==> config.mk <==
export PLATFORM = sky130hd
export DESIGN_NAME = scsi_selseq
export DESIGN_NICKNAME = d
export VERILOG_FILES = /design/src/rtl/scsi_selseq_pkg.sv /design/src/rtl/scsi_bus_winner.sv /design/src/rtl/scsi_seq_timer.sv /design/src/rtl/scsi_selseq.sv
export SDC_FILE = /design/constraint.sdc
export NUM_CORES = 1
export LEC_CHECK = 0
export ABC_AREA = 1
export BUFFER_PORTS_ARGS = -buffer_cell sky130_fd_sc_hd__buf_2
export CORE_MARGIN = 2
export CORE_UTILIZATION = 54
export DETAILED_ROUTE_END_ITERATION = 8
export PLACE_DENSITY = 0.75
export RECOVER_POWER = 50
export SYNTH_ARGS = -nofsm -noshare
export SYNTH_HDL_FRONTEND = slang
export SYNTH_SLANG_ARGS = --single-unit
==> constraint.sdc <==
create_clock -name clk -period 1.8 [get_ports clk]
set_input_delay 0.36 -clock clk [delete_from_list [all_inputs] [get_ports clk]]
set_output_delay 0.36 -clock clk [all_outputs]
set_load 0.01 [all_outputs]
==> src/rtl/scsi_selseq_pkg.sv <==
package scsi_selseq_pkg;
  typedef enum logic [1:0] {
    OP_SEL          = 2'd0,
    OP_SEL_ATN      = 2'd1,
    OP_SEL_ATN_STOP = 2'd2,
    OP_RESEL        = 2'd3
  } sel_op_e;

  typedef enum logic [3:0] {
    ST_IDLE,
    ST_CHK,
    ST_ASEL,
    ST_DEST,
    ST_RELB,
    ST_TOWAIT,
    ST_ABORT,
    ST_DESKEW,
    ST_CONN_I,
    ST_CONN_T
  } seq_st_e;
endpackage

==> src/rtl/scsi_bus_winner.sv <==
module scsi_bus_winner #(
  parameter int BUS_W = 8,
  localparam int ID_W = $clog2(BUS_W)
) (
  input  logic [BUS_W-1:0] bus,
  output logic             any,
  output logic [ID_W-1:0]  win_id
);
  // ascending scan: the highest set bit overwrites lower ones
  always_comb begin
    any    = 1'b0;
    win_id = '0;
    for (int i = 0; i < BUS_W; i++) begin
      if (bus[i]) begin
        any    = 1'b1;
        win_id = ID_W'(i);
      end
    end
  end
endmodule

==> src/rtl/scsi_seq_timer.sv <==
module scsi_seq_timer #(
  parameter int CNT_W = 32
) (
  input  logic             clk,
  input  logic             rst_n,
  input  logic             load,
  input  logic [CNT_W-1:0] load_val,
  output logic             expired
);
  logic [CNT_W-1:0] cnt;

  always_ff @(posedge clk or negedge rst_n) begin
    if (!rst_n)            cnt <= '0;
    else if (load)         cnt <= load_val;
    else if (cnt != '0)    cnt <= cnt - 1'b1;
  end

  assign expired = (cnt == '0);
endmodule

==> src/rtl/scsi_selseq.sv <==
module scsi_selseq
  import scsi_selseq_pkg::*;
#(
  parameter int UNIT_CYC    = 4,
  parameter int ARB_UNITS   = 1,
  parameter int SEL_UNITS   = 6,
  parameter int DEST_CYC    = 4,
  parameter int REL_UNITS   = 2,
  parameter int DESKEW_CYC  = 2,
  parameter int TO_SCALE    = 8192,
  parameter int ABORT_UNITS = 1000,
  parameter int BUS_W       = 8,
  parameter int TMO_W       = 8,
  parameter int CNT_W       = 32
) (
  input  logic                     clk,
  input  logic                     rst_n,
  input  logic                     start,
  input  logic [1:0]               opcode,
  input  logic [$clog2(BUS_W)-1:0] own_id,
  input  logic [$clog2(BUS_W)-1:0] dest_id,
  input  logic [TMO_W-1:0]         sel_timeout,
  input  logic                     bsy_in,
  input  logic [BUS_W-1:0]         data_in,
  input  logic                     host_clr,
  output logic                     sel_oe,
  output logic                     bsy_oe,
  output logic                     atn_oe,
  output logic [BUS_W-1:0]         data_oe,
  output logic                     mode_init,
  output logic                     mode_tgt,
  output logic                     done_flag,
  output logic                     lost_flag,
  output logic                     disc_flag
);
  localparam int ID_W = $clog2(BUS_W);
  localparam logic [CNT_W-1:0] L_ARB  = CNT_W'(ARB_UNITS * UNIT_CYC - 1);
  localparam logic [CNT_W-1:0] L_SEL  = CNT_W'(SEL_UNITS * UNIT_CYC - 1);
  localparam logic [CNT_W-1:0] L_DEST = CNT_W'(DEST_CYC - 1);
  localparam logic [CNT_W-1:0] L_REL  = CNT_W'(REL_UNITS * UNIT_CYC - 1);
  localparam logic [CNT_W-1:0] L_DSK  = CNT_W'(DESKEW_CYC - 1);
  localparam logic [CNT_W-1:0] L_ABT  = CNT_W'(ABORT_UNITS * UNIT_CYC - 1);
  localparam logic [CNT_W-1:0] TO_STEP = CNT_W'(TO_SCALE * UNIT_CYC);

  seq_st_e           st_q, st_d;
  sel_op_e           op_q;
  logic [ID_W-1:0]   own_q, dest_q;
  logic [TMO_W-1:0]  tmo_q;
  logic              clr_q;
  logic              ld;
  logic [CNT_W-1:0]  ld_val, tmo_cyc, tmo_ld;
  logic              t_exp;
  logic              win_any;
  logic [ID_W-1:0]   win_id;
  logic              set_done, set_lost, set_disc;
  logic              atn_op, resel;
  logic [BUS_W-1:0]  own_bit, pair_bits;

  scsi_bus_winner #(.BUS_W(BUS_W)) u_win (
    .bus    (data_in),
    .any    (win_any),
    .win_id (win_id)
  );

  scsi_seq_timer #(.CNT_W(CNT_W)) u_tmr (
    .clk      (clk),
    .rst_n    (rst_n),
    .load     (ld),
    .load_val (ld_val),
    .expired  (t_exp)
  );

  assign atn_op    = (op_q == OP_SEL_ATN) || (op_q == OP_SEL_ATN_STOP);
  assign resel     = (op_q == OP_RESEL);
  assign own_bit   = BUS_W'(1) << own_q;
  assign pair_bits = own_bit | (BUS_W'(1) << dest_q);
  assign tmo_cyc   = TO_STEP * CNT_W'(tmo_q);
  assign tmo_ld    = (tmo_cyc == '0) ? '0 : tmo_cyc - 1'b1;

  always_comb begin
    st_d     = st_q;
    ld       = 1'b0;
    ld_val   = '0;
    set_done = 1'b0;
    set_lost = 1'b0;
    set_disc = 1'b0;
    unique case (st_q)
      ST_IDLE: if (start) begin
        st_d = ST_CHK; ld = 1'b1; ld_val = L_ARB;
      end
      ST_CHK: if (t_exp) begin
        if (win_any && win_id == own_q) begin
          st_d = ST_ASEL; ld = 1'b1; ld_val = L_SEL;
        end else begin
          st_d = ST_IDLE; set_lost = 1'b1;
        end
      end
      ST_ASEL: if (t_exp) begin
        st_d = ST_DEST; ld = 1'b1; ld_val = L_DEST;
      end
      ST_DEST: if (t_exp) begin
        st_d = ST_RELB; ld = 1'b1; ld_val = L_REL;
      end
      ST_RELB: if (t_exp) begin
        ld = 1'b1;
        if (bsy_in) begin st_d = ST_DESKEW; ld_val = L_DSK; end
        else        begin st_d = ST_TOWAIT; ld_val = tmo_ld; end
      end
      ST_TOWAIT: begin
        if (bsy_in) begin
          st_d = ST_DESKEW; ld = 1'b1; ld_val = L_DSK;
        end else if (t_exp) begin
          st_d = ST_ABORT; ld = 1'b1; ld_val = L_ABT;
        end
      end
      ST_ABORT: if (t_exp) begin
        if (bsy_in) begin
          st_d = ST_DESKEW; ld = 1'b1; ld_val = L_DSK;
        end else begin
          st_d = ST_IDLE; set_disc = 1'b1;
        end
      end
      ST_DESKEW: if (t_exp) begin
        st_d = resel ? ST_CONN_T : ST_CONN_I; set_done = 1'b1;
      end
      ST_CONN_I: if (!bsy_in) begin
        st_d = ST_IDLE; set_disc = 1'b1;
      end
      ST_CONN_T: st_d = ST_CONN_T;
      default:   st_d = ST_IDLE;
    endcase
  end

  always_ff @(posedge clk or negedge rst_n) begin
    if (!rst_n) begin
      st_q      <= ST_IDLE;
      op_q      <= OP_SEL;
      own_q     <= '0;
      dest_q    <= '0;
      tmo_q     <= '0;
      clr_q     <= 1'b0;
      done_flag <= 1'b0;
      lost_flag <= 1'b0;
      disc_flag <= 1'b0;
    end else begin
      st_q <= st_d;
      if (st_q == ST_IDLE && start) begin
        op_q   <= sel_op_e'(opcode);
        own_q  <= own_id;
        dest_q <= dest_id;
        tmo_q  <= sel_timeout;
        clr_q  <= 1'b0;
      end else if (st_d == ST_ABORT) begin
        clr_q  <= 1'b1;
      end
      done_flag <= (done_flag & ~host_clr) | set_done;
      lost_flag <= (lost_flag & ~host_clr) | set_lost;
      disc_flag <= (disc_flag & ~host_clr) | set_disc;
    end
  end

  always_comb begin
    sel_oe  = 1'b0;
    bsy_oe  = 1'b0;
    atn_oe  = 1'b0;
    data_oe = '0;
    unique case (st_q)
      ST_CHK:  begin bsy_oe = 1'b1; data_oe = own_bit; end
      ST_ASEL: begin bsy_oe = 1'b1; sel_oe = 1'b1; data_oe = own_bit; end
      ST_DEST: begin bsy_oe = 1'b1; sel_oe = 1'b1; data_oe = pair_bits; end
      ST_RELB, ST_TOWAIT: begin
        sel_oe = 1'b1; atn_oe = atn_op; data_oe = pair_bits;
      end
      ST_ABORT: begin sel_oe = 1'b1; atn_oe = atn_op; end
      ST_DESKEW: begin
        sel_oe  = 1'b1;
        atn_oe  = atn_op;
        bsy_oe  = resel;
        data_oe = clr_q ? '0 : pair_bits;
      end
      ST_CONN_I: atn_oe = atn_op;
      ST_CONN_T: bsy_oe = 1'b1;
      default: ;
    endcase
  end

  assign mode_init = (st_q == ST_CONN_I);
  assign mode_tgt  = (st_q == ST_CONN_T);
endmodule


==> results.txt, run 1 <==
- In this run, synthesis inferred 0 flip-flops with an integrated enable.
- Inserted Clock Buffers: 5
* Maximum buffer depth of the clock tree: 2
- Netlist cell types: 40
- Routability Congestion: 0.906
- CTS HTree Levels: 2
- The HPWL after detailed placement is 8350 microns.
- Area contributors post-synth: dfrtp_1 36%, nand2_1 12%, inv_1 8.5%, nor2_1 7.5%, o21ai_0 4.5%
- For this run the aggregate overflow at the end of global routing stands at 2.
- Horiz. Die Dim: 89.3 microns
- Including well taps, the total number of placed cells is 830.
* Starting utilization of the core area: 55.0%
- Die height: 89.3 microns
* Top cell type's share of synthesized area: 35.7%
- The run stopped with a tool error.
* Num Clock Sinks: 56
- The synthesized netlist occupies a cell area of 3930 sq um.
- PortBufs: 44
- Synthesis handed over a netlist of 578 instances.
* Clock tree root buffer cell: clkbuf_8
* Number of placed I/O pins: 45
- Pin type at the end of the worst path: top-level output
- First error message: [ERROR GRT-0232] Routing congestion too high. Check the congestion heatmap in the GUI.
- Each instance of the synthesized netlist takes up on average 6.80 sq um.
* Aggregate global-route resource usage: 62.0%
- The synthesized design contains 56 register bits.
* Count of standard-cell rows: 31
* Leading register cell type out of synthesis: dfrtp_1
- During synthesis, Yosys emitted a total of 0 warnings.
- Number of nets in the synthesized netlist: 611
* Synth async-reset ratio: 100%
- Maximum number of pins on one net before global-route repair: 57
- The flow halted during global routing (5_1_grt).
- Share of the yosys chip area belonging to registers: 35.7%
* GR repair worst EP: data_oe[4]
- Largest area contributor in the netlist: dfrtp_1
-- cells by family after synthesis --
family / synth area share (%)
DFF: 35.7
AOI/OAI and AO/OA: 10.7
xor gates and xnor gates: 4.24
adders and majority gates: 1.27
and+or+nand+nor: 36.3
buffers and inverters: 11.8
-- synthesized netlist by cell type, drive strengths merged, types with 3 or more instances --
cell type and number:
a21oi 29, buf 5, clkinv 3, dfrtp 56, ha 4, inv 105, nand2 131, nand3 30
nand3b 3, nand4 13, nor2 102, nor3 20, o21ai 43, o22ai 3, xnor2 4, xor2 15
-- routing by layer --
metal  GRT usage, %  GRT overflow
met4           60.2             1
met3           36.8             0
met2           87.3             1
met1           61.6             0
met5           8.44             0
-- stage by stage --
step	hold slack (ns)	setup slack (ns)	cell area [sq um]	utilization [%]	setup TNS [ns]
floorplan	0.0644	-0.102	4020	-	-1.19
CTS	0.0353	-0.372	6060	84.9	-9.52
global placement	0.385	-0.234	5240	73.4	-5.71
detailed placement	0.388	-0.276	5240	73.4	-7.67
-- timing repair --
action,4_1_cts
hold buffers,0
pin swaps,49
buffers inserted,32
gates resized for setup,129
cloned,4
setup endpoints to repair,46
==> run 2: changes to the inputs <==
CORE_UTILIZATION = 40   (was 54)
PLACE_DENSITY = not set   (was 0.75)
PLACE_DENSITY_LB_ADDON = 0.15   (was not set)
clock period = 2.3 ns   (was 1.8 ns; I/O delays follow)
==> run 2 against run 1 <==
The flow now finishes, with violations (capacitance limit, slew limit). Area after synthesis unchanged. Synthesized cell count unchanged.
==> results.txt, run 2 <==
- The run finished, with violations left.
- Violations in the final reports: capacitance limit, slew limit
- Initial antenna violation count: 0
* Vias in the first global route: 3548
- Slew HR: -12.7%
* Setup slack of the most critical reg-to-reg path: 0.14 ns
* Area contributors post-synth: dfrtp_1 36%, nand2_1 12%, inv_1 8.5%, nor2_1 7.5%, o21ai_0 4.5%
- Routability Congestion: 0.891 (-1.7%)
- Data arrives at the worst endpoint at 1.81 ns.
- The cell sitting at the root of the clock tree is a clkbuf_8.
- Entering global routing, the biggest net connects 31 pins.
* CP Buf/Inv Count: 5
- Average wire per cell in the routed design: 12.7 microns
* Worst-path cell with the longest stage delay: dfrtp_2
- The net count of the finished layout is 692.
- The quantity of hold-fixing buffers added after cts was 0 (unchanged).
- Final total power: 5690 uW
- Regs by FF count: u_tmr.cnt x32, tmo_q x8, st_q x4
* Crit path max-delay family: flip-flops
- Layout-stage area growth over the synthesis result: 21.5%
- Across the run, the number of max-cap violations was 1.
- Clock-pin transition on the worst setup and hold timing paths: 0.10 ns
- Count of standard-cell rows: 36 (+16%)
* Synth async-reset ratio: 100% (unchanged)
- Commonest cells after routing, fill and taps aside: 121 x nand2_1, 86 x inv_1, 75 x nor2_1, 54 x dfrtp_1, 42 x buf_2
- Max-slew violation total from the final report: 31
* Top cell type's share of synthesized area: 35.7% (unchanged)
- The worst-case IR drop observed on VDD is 0.692 mV.
- The synthesized design spends more area on one cell type than any other, namely dfrtp_1.
* RSZ-0062 raised after global routing: true
* Total of endpoints with negative setup slack in the final report: 0
* Critical setup path kind: reg -> out
- The clock reaches the later pin of the worst-skew pair after 0.32 ns.
- CP cell instances: nor2_4, inv_2, nor2_4, inv_2, nand2_2, a21oi_2, clkinv_2, buf_6, nand4_1, a21oi_2, buf_2
- Netlist cell types: 40 (unchanged)
* Maximum buffer depth of the clock tree: 2 (unchanged)
* Min-delay worst type: in -> reg
- The number of nets produced by synthesis came to 611 (unchanged).
* Leading post-synthesis cells by instance count: 126 x nand2_1, 89 x inv_1, 78 x nor2_1
* Worst Path Required: 1.84 ns
* Critical Path Fanout Max: 8
* Max Fclk: 0.440 GHz
* Placement Setup Slack: 0.0520 ns (+0.328 ns)
- u_tmr.cnt holds more flip-flops than any other register.
* Slew @ Worst Pin: 1.69 ns
- Leading cell type in the layout, fill and taps excluded: nand2_1
- Number of placed I/O pins: 45 (unchanged)
* Largest register FFs: 32
- The HPWL after detailed placement was 7260 microns (-13%).
- Global routing consumed, over all layers together, 18.9% of the routing resources.
- The final number of hold-violating endpoints came to 0.
* Area of the die: 10600 sq um
- After floorplanning, the core was sized to cover 9640 sq um.
- After layout, the worst path uses 98.9% of the clock period.
- The total placed cells including tap cells came to 764 (-8.0%).
- Number of synthesis warnings: 0 (unchanged)
* Power per Cell Area: 1190 nW/um^2
- Cell area after technology mapping: 3930 sq um (unchanged)
- Post-Synthesis Cells: 578 (unchanged)
- The number of enable-type register cells in the synthesized netlist is 0 (unchanged).
* Non-filler cells, final: 793
* Post-Route Setup TNS: 0 ns
* Post-route standard cell area excluding fillers: 4770 sq um
- FF+latch count, synth: 56 (unchanged)
* DRT iter0 DRCs: 113
- The share of the yosys chip area belonging to registers is 35.7% (unchanged).
- Starting utilization of the core area: 40.8% (-14 points)
* CTS tree: done
* Count of antenna diodes in the layout: 0
- Horiz. Die Dim: 103 microns (+15%)
* Minimum clock period after layout: 2.27 ns
- Post-route ant nets: 0
* Cell with the most instances after synthesis: nand2_1
- Total via count after detailed routing: 3824
- The post-synthesis area per instance was 6.80 sq um (unchanged).
- PortBufs: 44 (unchanged)
- Crit path launch type: flip-flop
- For this run, design rule violations remaining after detail routing come to 0.
* Aggregate global routing overflow: 0
- The number of CTS-inserted buffers is 5 (unchanged).
- Using the TritonRoute via totals, the vias-per-cell ratio works out to 4.82.
- Detailed-router iteration count before antenna repair: 5
- Largest stage delay, worst path: 0.48 ns
* Leading register cell type out of synthesis: dfrtp_1
* Die height: 103 microns (+15%)
- Crit path setup slack, layout: 0.0259 ns
- For this design the static power due to leakage is 0.00249 uW.
- Final setup skew: 0.00856 ns
* Routed WL: 10100 microns
* Kind of end point of the critical path: primary output
- The first global-routing pass estimated 16000 microns of wire.
* CTS HTree Levels: 2 (unchanged)
* Num Clock Sinks: 56 (unchanged)
- The standard cell area after detailed placement came to 4380 sq um (-16%).
- Proportion of layout cells with a drive suffix above 1: 24.1%
-- run 2: cell counts after synthesis --
No cell type changed its count.
-- run 2: tightest hold or removal path, cell delays in order --
cell,delay (ns)
buf_2,0.07
nand2_1,0.04
nand2_1,0.04
-- run 2: path summary, 6_finish.rpt --
check / from / to / depth (start not counted)
min in group asynchronous: rst_n / u_tmr.cnt[11]$_DFFE_PN0P_ / 2
setup / recovery: st_q[2]$_DFF_PN0_ / data_oe[5] / 11
hold / removal: opcode[1] / op_q[1]$_DFFE_PN0P_ / 3
hold reg to reg: op_q[1]$_DFFE_PN0P_ / op_q[1]$_DFFE_PN0P_ / 2
setup reg to reg: u_tmr.cnt[11]$_DFFE_PN0P_ / u_tmr.cnt[20]$_DFFE_PN0P_ / 15
max in group asynchronous: rst_n / st_q[2]$_DFF_PN0_ / 2
-- run 2: cell families after synthesis --
group	after synthesis	share of synthesized area [%]
xor+xnor	19	4.24
fa+ha+maj	4	1.27
flops	56	35.7
buf+inv	115	11.8
compound gates	80	10.7
simple gates	304	36.3
-- run 2: repair_timing --
| action | 4_1_cts | 5_1_grt |
|---|---|---|
| setup buffers | 8 | 11 |
| endpoints found under the hold margin | 0 | 0 |
| gates resized for setup | 14 | 20 |
| pin swaps | 4 | 7 |
| cloned | 0 | 2 |
| setup endpoints to repair | 11 | 36 |
-- run 2: cell type report --
| cell class | instances | area, sq um |
|---|---|---|
| inverters | 108 | 422 |
| flip-flops and latches | 56 | 1400 |
| clock buffers | 5 | 68.8 |
| multi-input cells | 409 | 2170 |
| well taps | 133 | 166 |
| fillers | 993 | 4860 |
| clock inverters | 3 | 47.5 |
| repair buffers | 79 | 493 |
-- run 2: metal layers --
metal  up-vias  global-route usage [%]  wire [microns]
met3        14                    2.78             404
met4         0                    5.87             139
met2        88                    32.7            4950
met5         -                       0               0
li1       1975                       -               -
met1      1747                    24.5            4560
-- run 2: power by group --
part	internal (uW)	switching, uW
Sequential	1370	387
Clock	329	357
Combinational	1280	1960
Total	2980	2710
-- run 2: through the flow --
step                      utilization (%)  hold WS (ns)
after CTS                            47.7         0.149
after floorplan                         -         0.164
after global routing                 49.5         0.339
after global placement               45.5         0.475
after detailed placement             45.5         0.482
final                                49.5         0.326
No activity file was read; power rests on OpenSTA's default activity.
==> run 3: changes to the inputs <==
--- a/config.mk
+++ b/config.mk
@@ -12,2 +12,3 @@
 export DETAILED_ROUTE_END_ITERATION = 8
+export GPL_ROUTABILITY_DRIVEN = 0
 export PLACE_DENSITY_LB_ADDON = 0.15
--- a/constraint.sdc
+++ b/constraint.sdc
@@ -3,2 +3,2 @@
 set_output_delay 0.46 -clock clk [all_outputs]
-set_load 0.01 [all_outputs]
+set_load 0.005 [all_outputs]
==> run 3 against run 2 <==
The flow finishes with violations (capacitance limit, slew limit, setup timing). Non-clock buffer count fell by 6. Die area did not move. Cell count fell by 0.88%. Register-to-register slack improved by 0.03 ns. Combinational power fell by 5%. Count of clock-buffer cells in the layout did not move. Maximum frequency fell by 1.9%. Core utilization fell by 1.1 points. Critical path type unchanged. Largest cell class unchanged. Highest routed layer unchanged.
==> results.txt, run 3 (synthesis results as in run 2) <==
- The count of clock tree sinks was 56 (unchanged).
- The utilization after layout was 48.4% (-1.1 points).
* Critical R2R Launch: u_tmr.cnt[1]$_DFFE_PN0P_
- The largest individual stage delay along the critical path comes from the cell dfrtp_2.
- Starting utilization of the core area: 40.8% (unchanged)
- # nets final: 685 (-1.0%)
- CTS HTree Levels: 2 (unchanged)
- The number of rows in the core area is 36 (unchanged).
* Violations in the final reports: capacitance limit, slew limit, setup timing
- The maximum number of pins on one net before global-route repair is 31 (unchanged).
* Vias per cell: 4.79 (-0.67%)
- Proportion of layout cells with a drive suffix above 1: 22.5% (-1.6 points)
- Worst hold path stage count: 3 (unchanged)
- The largest clock skew in the final design is 0.0104 ns (+0.00188 ns).
* RSZ-0062 raised after global routing: true
- The worst ir drop on vdd came to 0.546 mV (-21%).
- The power density of the placed cells is 1170 nW/um^2 (-1.8%).
- The achievable clock frequency came to 0.431 GHz (-1.9%).
- Fillcell total: 1027 (+3.4%)
* Post-placement cell count: 764 (unchanged)
- Layout-stage area growth over the synthesis result: 18.8%
- Max-slew violation total from the final report: 31 (unchanged)
- Clock latency reported for the late side of the worst-skew pair: 0.33 ns (about the same)
- The vias after detailed routing came to 3765 (-1.5%).
- Min-delay worst type: in -> reg
- Slew @ Worst Pin: 1.61 ns (-0.0797 ns)
- More flip-flops sit in one register than any other, and that register is u_tmr.cnt.
* Beginning of the critical path: st_q[2]$_DFF_PN0_
- The share of power burned in registers is 32.4% (+1.5 points).
* Wire length of the first global-routing pass: 15900 microns (-0.82%)
- Crit path launch type: flip-flop
* Critical path depth: 7 (-4)
* Maximum buffer depth of the clock tree: 2 (unchanged)
- The initial antenna violation count is 0 (unchanged).
* Combinational cell fraction of total power: 56.3% (-0.8 points)
- The area of the core came to 9640 sq um (unchanged).
* Regs by FF count: u_tmr.cnt x32, tmo_q x8, st_q x4
* Total of endpoints with negative setup slack in the final report: 4 (+4)
- The required time of the critical path came to 1.84 ns (about the same).
* Clock tree root buffer cell: clkbuf_8
- Area of the die: 10600 sq um (unchanged)
* Kind of end point of the critical path: primary output
- The total wirelength of the detailed-routed design came to 9640 microns (-4.2%).
* Number of hold violations in the final report: 0 (unchanged)
- The worst hold path begins at opcode[1].
* Switching Share: 47.9% (+0.29 points)
* Aggregate global routing overflow: 0 (unchanged)
- Vias in the first global route: 3550 (+0.056%)
- The setup path with the least slack is of type reg -> out.
- The register clock-pin slew on the reported worst setup and hold paths was 0.12 ns (+0.02 ns).
- Number of max-capacitance violations reported: 1 (unchanged)
* Aggregate global-route resource usage: 18.9% (-0.023 points)
- Largest register FFs: 32 (unchanged)
- The kind of cell with the highest combined delay along the critical path is simple AND/OR/NAND/NOR gates.
* DRC viols: 0 (unchanged)
- Detailed-router iteration count before antenna repair: 4 (-1)
* Net switching power: 2620 uW (-3.4%)
- Critical Path Fanout Max: 8 (unchanged)
- Commonest cells after routing, fill and taps aside: 122 x nand2_1, 87 x inv_1, 74 x nor2_1, 53 x dfrtp_1, 41 x buf_2
* Die height: 103 microns (unchanged)
* Slew HR: -7.37% (+5.3 points)
* DP Wirelength: 7420 microns (+2.2%)
- Clock power frac: 11.3% (-0.7 points)
* Average wire per cell in the routed design: 12.3 microns (-3.3%)
- CP cell instances: nor2_4, inv_2, nor3_1, nor3_2, buf_4, a21oi_1, buf_2
- The arrival time of the worst setup path is 1.86 ns (+0.05 ns).
- Area of all sequential standard cells: 1410 sq um (about the same)
- TritonCTS built the clock tree.
- The final period demand of the worst path is 2.32 ns (+0.0442 ns).
* CP Buf/Inv Count: 3 (-2)
- Post-route ant nets: 0 (unchanged)
- Run status: complete, but fails checks
- Count of antenna diodes in the layout: 0 (unchanged)
- Multi-input gate area in the final layout: 2130 sq um (-1.9%)
* Non-filler cells, final: 786 (-0.88%)
* Internal power consumption: 2850 uW (-4.5%)
* PortBufs: 44 (unchanged)
- The final period utilization came to 101% (+1.9 points).
- Inserted Clock Buffers: 5 (unchanged)
- Horiz. Die Dim: 103 microns (unchanged)
* DRT iter0 DRCs: 155 (+37%)
- Crit path setup slack, layout: -0.0183 ns (-0.0442 ns)
- The number of top-level pins was 45 (unchanged).
- The worst hold slack was 0.316 ns (-0.0102 ns).
- The cell count of the worst reg-to-reg path was 14 (-1).
- The quantity of hold-fixing buffers added after cts came to 0 (unchanged).
- Lkg Pwr: 0.00244 uW (-2.0%)
- Largest stage delay, worst path: 0.47 ns (about the same)
* Leading cell type in the layout, fill and taps excluded: nand2_1
-- run 3: cell types whose count changed in the layout (fill, tap and decap cells not counted), sizes merged --
cell,change
nand2,-1
clkbuf,+1
bufinv,-1
clkinv,-1
buf,-7
inv,+2
-- run 3: path summary, 6_finish.rpt --
check	endpoint	slack (ns)
max	data_oe[5]	-0.02
min	op_q[1]$_DFFE_PN0P_	0.32
max reg2reg	u_tmr.cnt[1]$_DFFE_PN0P_	0.17
min reg2reg	op_q[0]$_DFFE_PN0P_	0.51
max in group asynchronous	st_q[1]$_DFF_PN0_	0.64
min in group asynchronous	u_tmr.cnt[22]$_DFFE_PN0P_	0.53
-- run 3: power by group through the flow --
stage | clock network (uW) | logic [uW] | registers (uW)
5_1_grt | 677 | 3510 | 1830
2_1_floorplan | 0 | 2110 | 1680
6_report | 615 | 3080 | 1770
3_5_place_dp | 0 | 2780 | 1780
4_1_cts | 641 | 2930 | 1760
3_3_place_gp | 0 | 2760 | 1760
-- run 3: through the flow --
step / instance area [sq um] / TNS [ns] / total power [uW] / setup WS [ns]
floorplan: 3930 / 0 / 3790 / 0.333
global placement: 4380 / 0 / 4520 / 0.0469
detailed placement: 4380 / 0 / 4570 / 0.0777
CTS: 4540 / 0 / 5340 / 0.00423
global route: 4670 / -0.779 / 6010 / -0.116
finish: 4670 / -0.0385 / 5470 / -0.0183
-- run 3: tightest hold or removal path: cells and delay by family --
family | cells | cell delay, ns
and+or+nand+nor | 2 | 0.10
buffers and inverters | 1 | 0.07
-- run 3: area by class of cell --
cell class,count,share of cell area (%)
Multi-Input combinational cell,408,45.7
Sequential cell,56,30.1
Timing Repair Buffer,73,9.76
Inverter,108,8.82
Tap cell,133,3.56
Clock buffer,5,1.47
Clock inverter,3,0.616
-- run 3: repair_timing --
item                                    in CTS  in global routing
pin swaps                                    0                 10
gates resized for setup                      6                 17
gates cloned                                 0                  1
endpoints found under the setup margin       8                 34
buffers inserted                             4                  9
-- run 3: per-layer routing --
layer	track usage [%]	up-vias	routed length [microns]
li1	-	1956	-
met5	0	-	0
met4	6.28	0	147
met3	2.78	14	370
met1	25.0	1719	4540
met2	31.8	76	4590
==> run 4: changes to the inputs <==
BUFFER_PORTS_ARGS = -buffer_cell sky130_fd_sc_hd__clkbuf_2   (was -buffer_cell sky130_fd_sc_hd__buf_2)
MAX_ROUTING_LAYER = met4   (was not set)
SETUP_SLACK_MARGIN = 0.05   (was not set)
==> run 4 against run 3 <==
The flow now finishes without violations. Clock skew decreased by 0.00055 ns. Largest power group unchanged. First-iteration DRC count decreased by 22%. Power increased by 5.8%. Core utilization increased by 2.3 points. Global-route usage increased by 2.2 points. Count of clock-buffer cells in the layout unchanged. Non-clock buffer count increased by 20. Maximum frequency increased by 3.4%. Via count increased by 3.7%.
==> results.txt, run 4 (synthesis results as in run 2) <==
- Run status: finished clean
- The iteration-0 DRC count of the detailed router is 121 (-22%).
* CTS HTree Levels: 2 (unchanged)
- The die area came to 10600 sq um (unchanged).
- Number of placed I/O pins: 45 (unchanged)
* Fillcell total: 993 (-3.3%)
- The ratio of routed vias to standard cells is 4.84 (+0.97%).
- The count of clock tree sinks was 56 (unchanged).
- The total of endpoints with negative setup slack in the final report came to 0 (-4).
- The count of TritonRoute iterations in the first routing pass is 4 (unchanged).
- The final instance area is 4890 sq um (+4.7%).
- Standard cell area after detailed placement: 4370 sq um (-0.17%)
- Aggregate global routing overflow: 0 (unchanged)
* Inserted Clock Buffers: 5 (unchanged)
- CTS placed an instance of clkbuf_8 at the clock tree root.
- Routed WL: 10500 microns (+8.5%)
- Kind of end point of the critical path: primary output
- The effective utilization at floorplan is 40.8% (unchanged).
* Count of standard-cell rows: 36 (unchanged)
- Slew HR: 4.60% (+12 points)
- Vias in the first global route: 3710 (+4.5%)
- The chip width was 103 microns (unchanged).
- DRC viols: 0 (unchanged)
- Critical Path Fanout Max: 8 (unchanged)
* Crit path max-delay family: flip-flops
* Max Fclk: 0.446 GHz (+3.4%)
- The largest registers in the layout are u_tmr.cnt x32, tmo_q x8, st_q x4.
- Wire length of the first global-routing pass: 17300 microns (+8.9%)
* Final setup skew: 0.00989 ns (-0.000551 ns)
- The startpoint identified for the worst hold timing path is sel_timeout[2].
- Aggregate global-route resource usage: 21.1% (+2.2 points)
* Maximum buffer depth of the clock tree: 2 (unchanged)
* Post-Route Hold Slack: 0.334 ns (+0.0185 ns)
- The register with the most flip-flops in the final layout is u_tmr.cnt.
* CP cell instances: nor2_4, inv_2, nor2_4, inv_2, nand2_2, a21oi_2, clkinv_2, buf_6, nand4_1, a21oi_1, buf_2
- Number of hold violations in the final report: 0 (unchanged)
- The delay of the slowest cell on the worst path came to 0.46 ns (about the same).
* Average wire per cell in the routed design: 13.0 microns (+5.7%)
* Max-slew violation total from the final report: 0 (-100%)
* Post-route ant nets: 0 (unchanged)
* Commonest cells after routing, fill and taps aside: 119 x nand2_1, 85 x inv_1, 74 x nor2_1, 53 x dfrtp_1, 47 x buf_4
* Power per Cell Area: 1180 nW/um^2 (+1.0%)
- The slew of the pin with the lowest slew margin was 1.43 ns (-0.180 ns).
- The final period demand of the worst path was 2.24 ns (-0.0763 ns).
* Crit path launch type: flip-flop
- Placement Setup Slack: 0.0395 ns (-0.0382 ns)
- The library cell used most frequently in the layout, excluding fill and tap cells, is nand2_1.
* Share of the clock period used by the worst path after layout: 97.5% (-3.3 points)
* Critical R2R Launch: st_q[3]$_DFF_PN0_
- The static leakage is 0.00255 uW (+4.6%).
* Clock latency reported for the late side of the worst-skew pair: 0.32 ns (about the same)
* Crit path setup slack, layout: 0.0580 ns (+0.0763 ns)
- Worst Path Required: 1.84 ns (about the same)
- Final total power: 5780 uW (+5.8%)
* Worst-path cell with the longest stage delay: dfrtp_2
* Placeable core region: 9640 sq um (unchanged)
- The number of buffer and inverter instances along the worst setup path was 5 (+2).
* PortBufs: 44 (unchanged)
- The vias after detailed routing was 3903 (+3.7%).
- Number of max-capacitance violations reported: 0 (-1)
- Multi-input gate area in the final layout: 2190 sq um (+2.6%)
* Area of all sequential standard cells: 1410 sq um (unchanged)
- IR Drop Worst-Case VDD: 0.692 mV (+27%)
- Count of antenna diodes in the layout: 0 (unchanged)
- Largest register FFs: 32 (unchanged)
- Min-delay worst type: in -> reg
- In this run the worst setup path begins at st_q[3]$_DFF_PN0_.
* Arrival time at the worst endpoint: 1.78 ns (-0.08 ns)
- Clock-pin transition on the worst setup and hold timing paths: 0.11 ns (about the same)
- The area growth from synthesis to layout is 24.4%.
- The HPWL after detailed placement came to 7410 microns (-0.10%).
* # nets final: 706 (+3.1%)
- The initial antenna violation count is 0 (unchanged).
- Die height: 103 microns (unchanged)
* CTS tree: done
- The maximum number of pins on one net before global-route repair is 57 (+84%).
- The proportion of layout cells with a drive suffix above 1 was 26.7% (+4.2 points).
- Critical setup path kind: reg -> out
- RSZ-0062 raised after global routing: true
==> run 4: changes by cell type in the layout (fill, tap and decap cells not counted), moves of 2 or more <==
cell / previous run / this run
buf_4: 24 / 47
clkbuf_1: 5 / 3
buf_12: 2 / 0
clkbuf_2: 0 / 40
inv_4: 0 / 2
nand2_4: 3 / 6
nand2_1: 122 / 119
buf_2: 41 / 2
inv_1: 87 / 85
==> run 4: final timing paths <==
kind                            slack [ns]  cells after the start                        end
max in group asynchronous             0.81                      2          st_q[2]$_DFF_PN0_
worst max register to register        0.10                     17          clr_q$_DFFE_PN0P_
worst min register to register        0.51                      2        op_q[1]$_DFFE_PN0P_
worst max-delay path                  0.06                     11                 data_oe[5]
min in group asynchronous             0.54                      2  u_tmr.cnt[10]$_DFFE_PN0P_
worst min-delay path                  0.33                      3       tmo_q[2]$_DFFE_PN0P_
==> run 4: area by class of cell <==
cell class / instances / share of cell area (%)
Inverter: 108 / 8.75
Tap cell: 133 / 3.40
Clock inverter: 3 / 0.973
Sequential cell: 56 / 28.7
Clock buffer: 5 / 1.41
Multi-Input combinational cell: 409 / 44.7
Timing Repair Buffer: 93 / 12.0
==> run 4: per-layer routing <==
| layer | share of wire, % | GRT usage [%] |
|---|---|---|
| met3 | 3.6 | 2.44 |
| met5 | 0 | - |
| met4 | 1.3 | 5.26 |
| met1 | 45 | 27.9 |
| met2 | 50 | 34.7 |
==> run 4: worst reg2reg max path, stage by stage, from the launching register on <==
cell	delay [ns]
dfrtp_2	0.46
inv_2	0.09
nand2_4	0.07
inv_4	0.07
nand2_4	0.05
buf_4	0.13
buf_4	0.11
buf_4	0.12
buf_4	0.12
buf_4	0.12
buf_4	0.13
buf_4	0.13
buf_4	0.13
nand2_4	0.07
nor2_4	0.04
nor2_1	0.09
nand2_1	0.07
a21oi_2	0.14
==> run 4: power breakdown <==
group / total, uW / switching [uW] / internal, uW
combinational: 3320 / 1980 / 1340
sequential: 1770 / 396 / 1370
clock: 694 / 365 / 329
total: 5780 / 2740 / 3040
==> run 4: repair_timing <==
item,in CTS,in global routing
cloned,0,2
resized for setup,16,30
setup endpoints to repair,14,37
pin swaps,5,16
hold buffers,0,0
buffers inserted,18,17
==> run 4: stage by stage <==
| stage | std cells | setup TNS (ns) | util [%] |
|---|---|---|---|
| floorplan | 578 | 0 | - |
| global placement | 763 | 0 | 45.4 |
| detailed placement | 763 | 0 | 45.4 |
| CTS | 789 | -0.00179 | 48.5 |
| global route | 807 | -0.707 | 50.7 |
| finish | 807 | 0 | 50.7 |
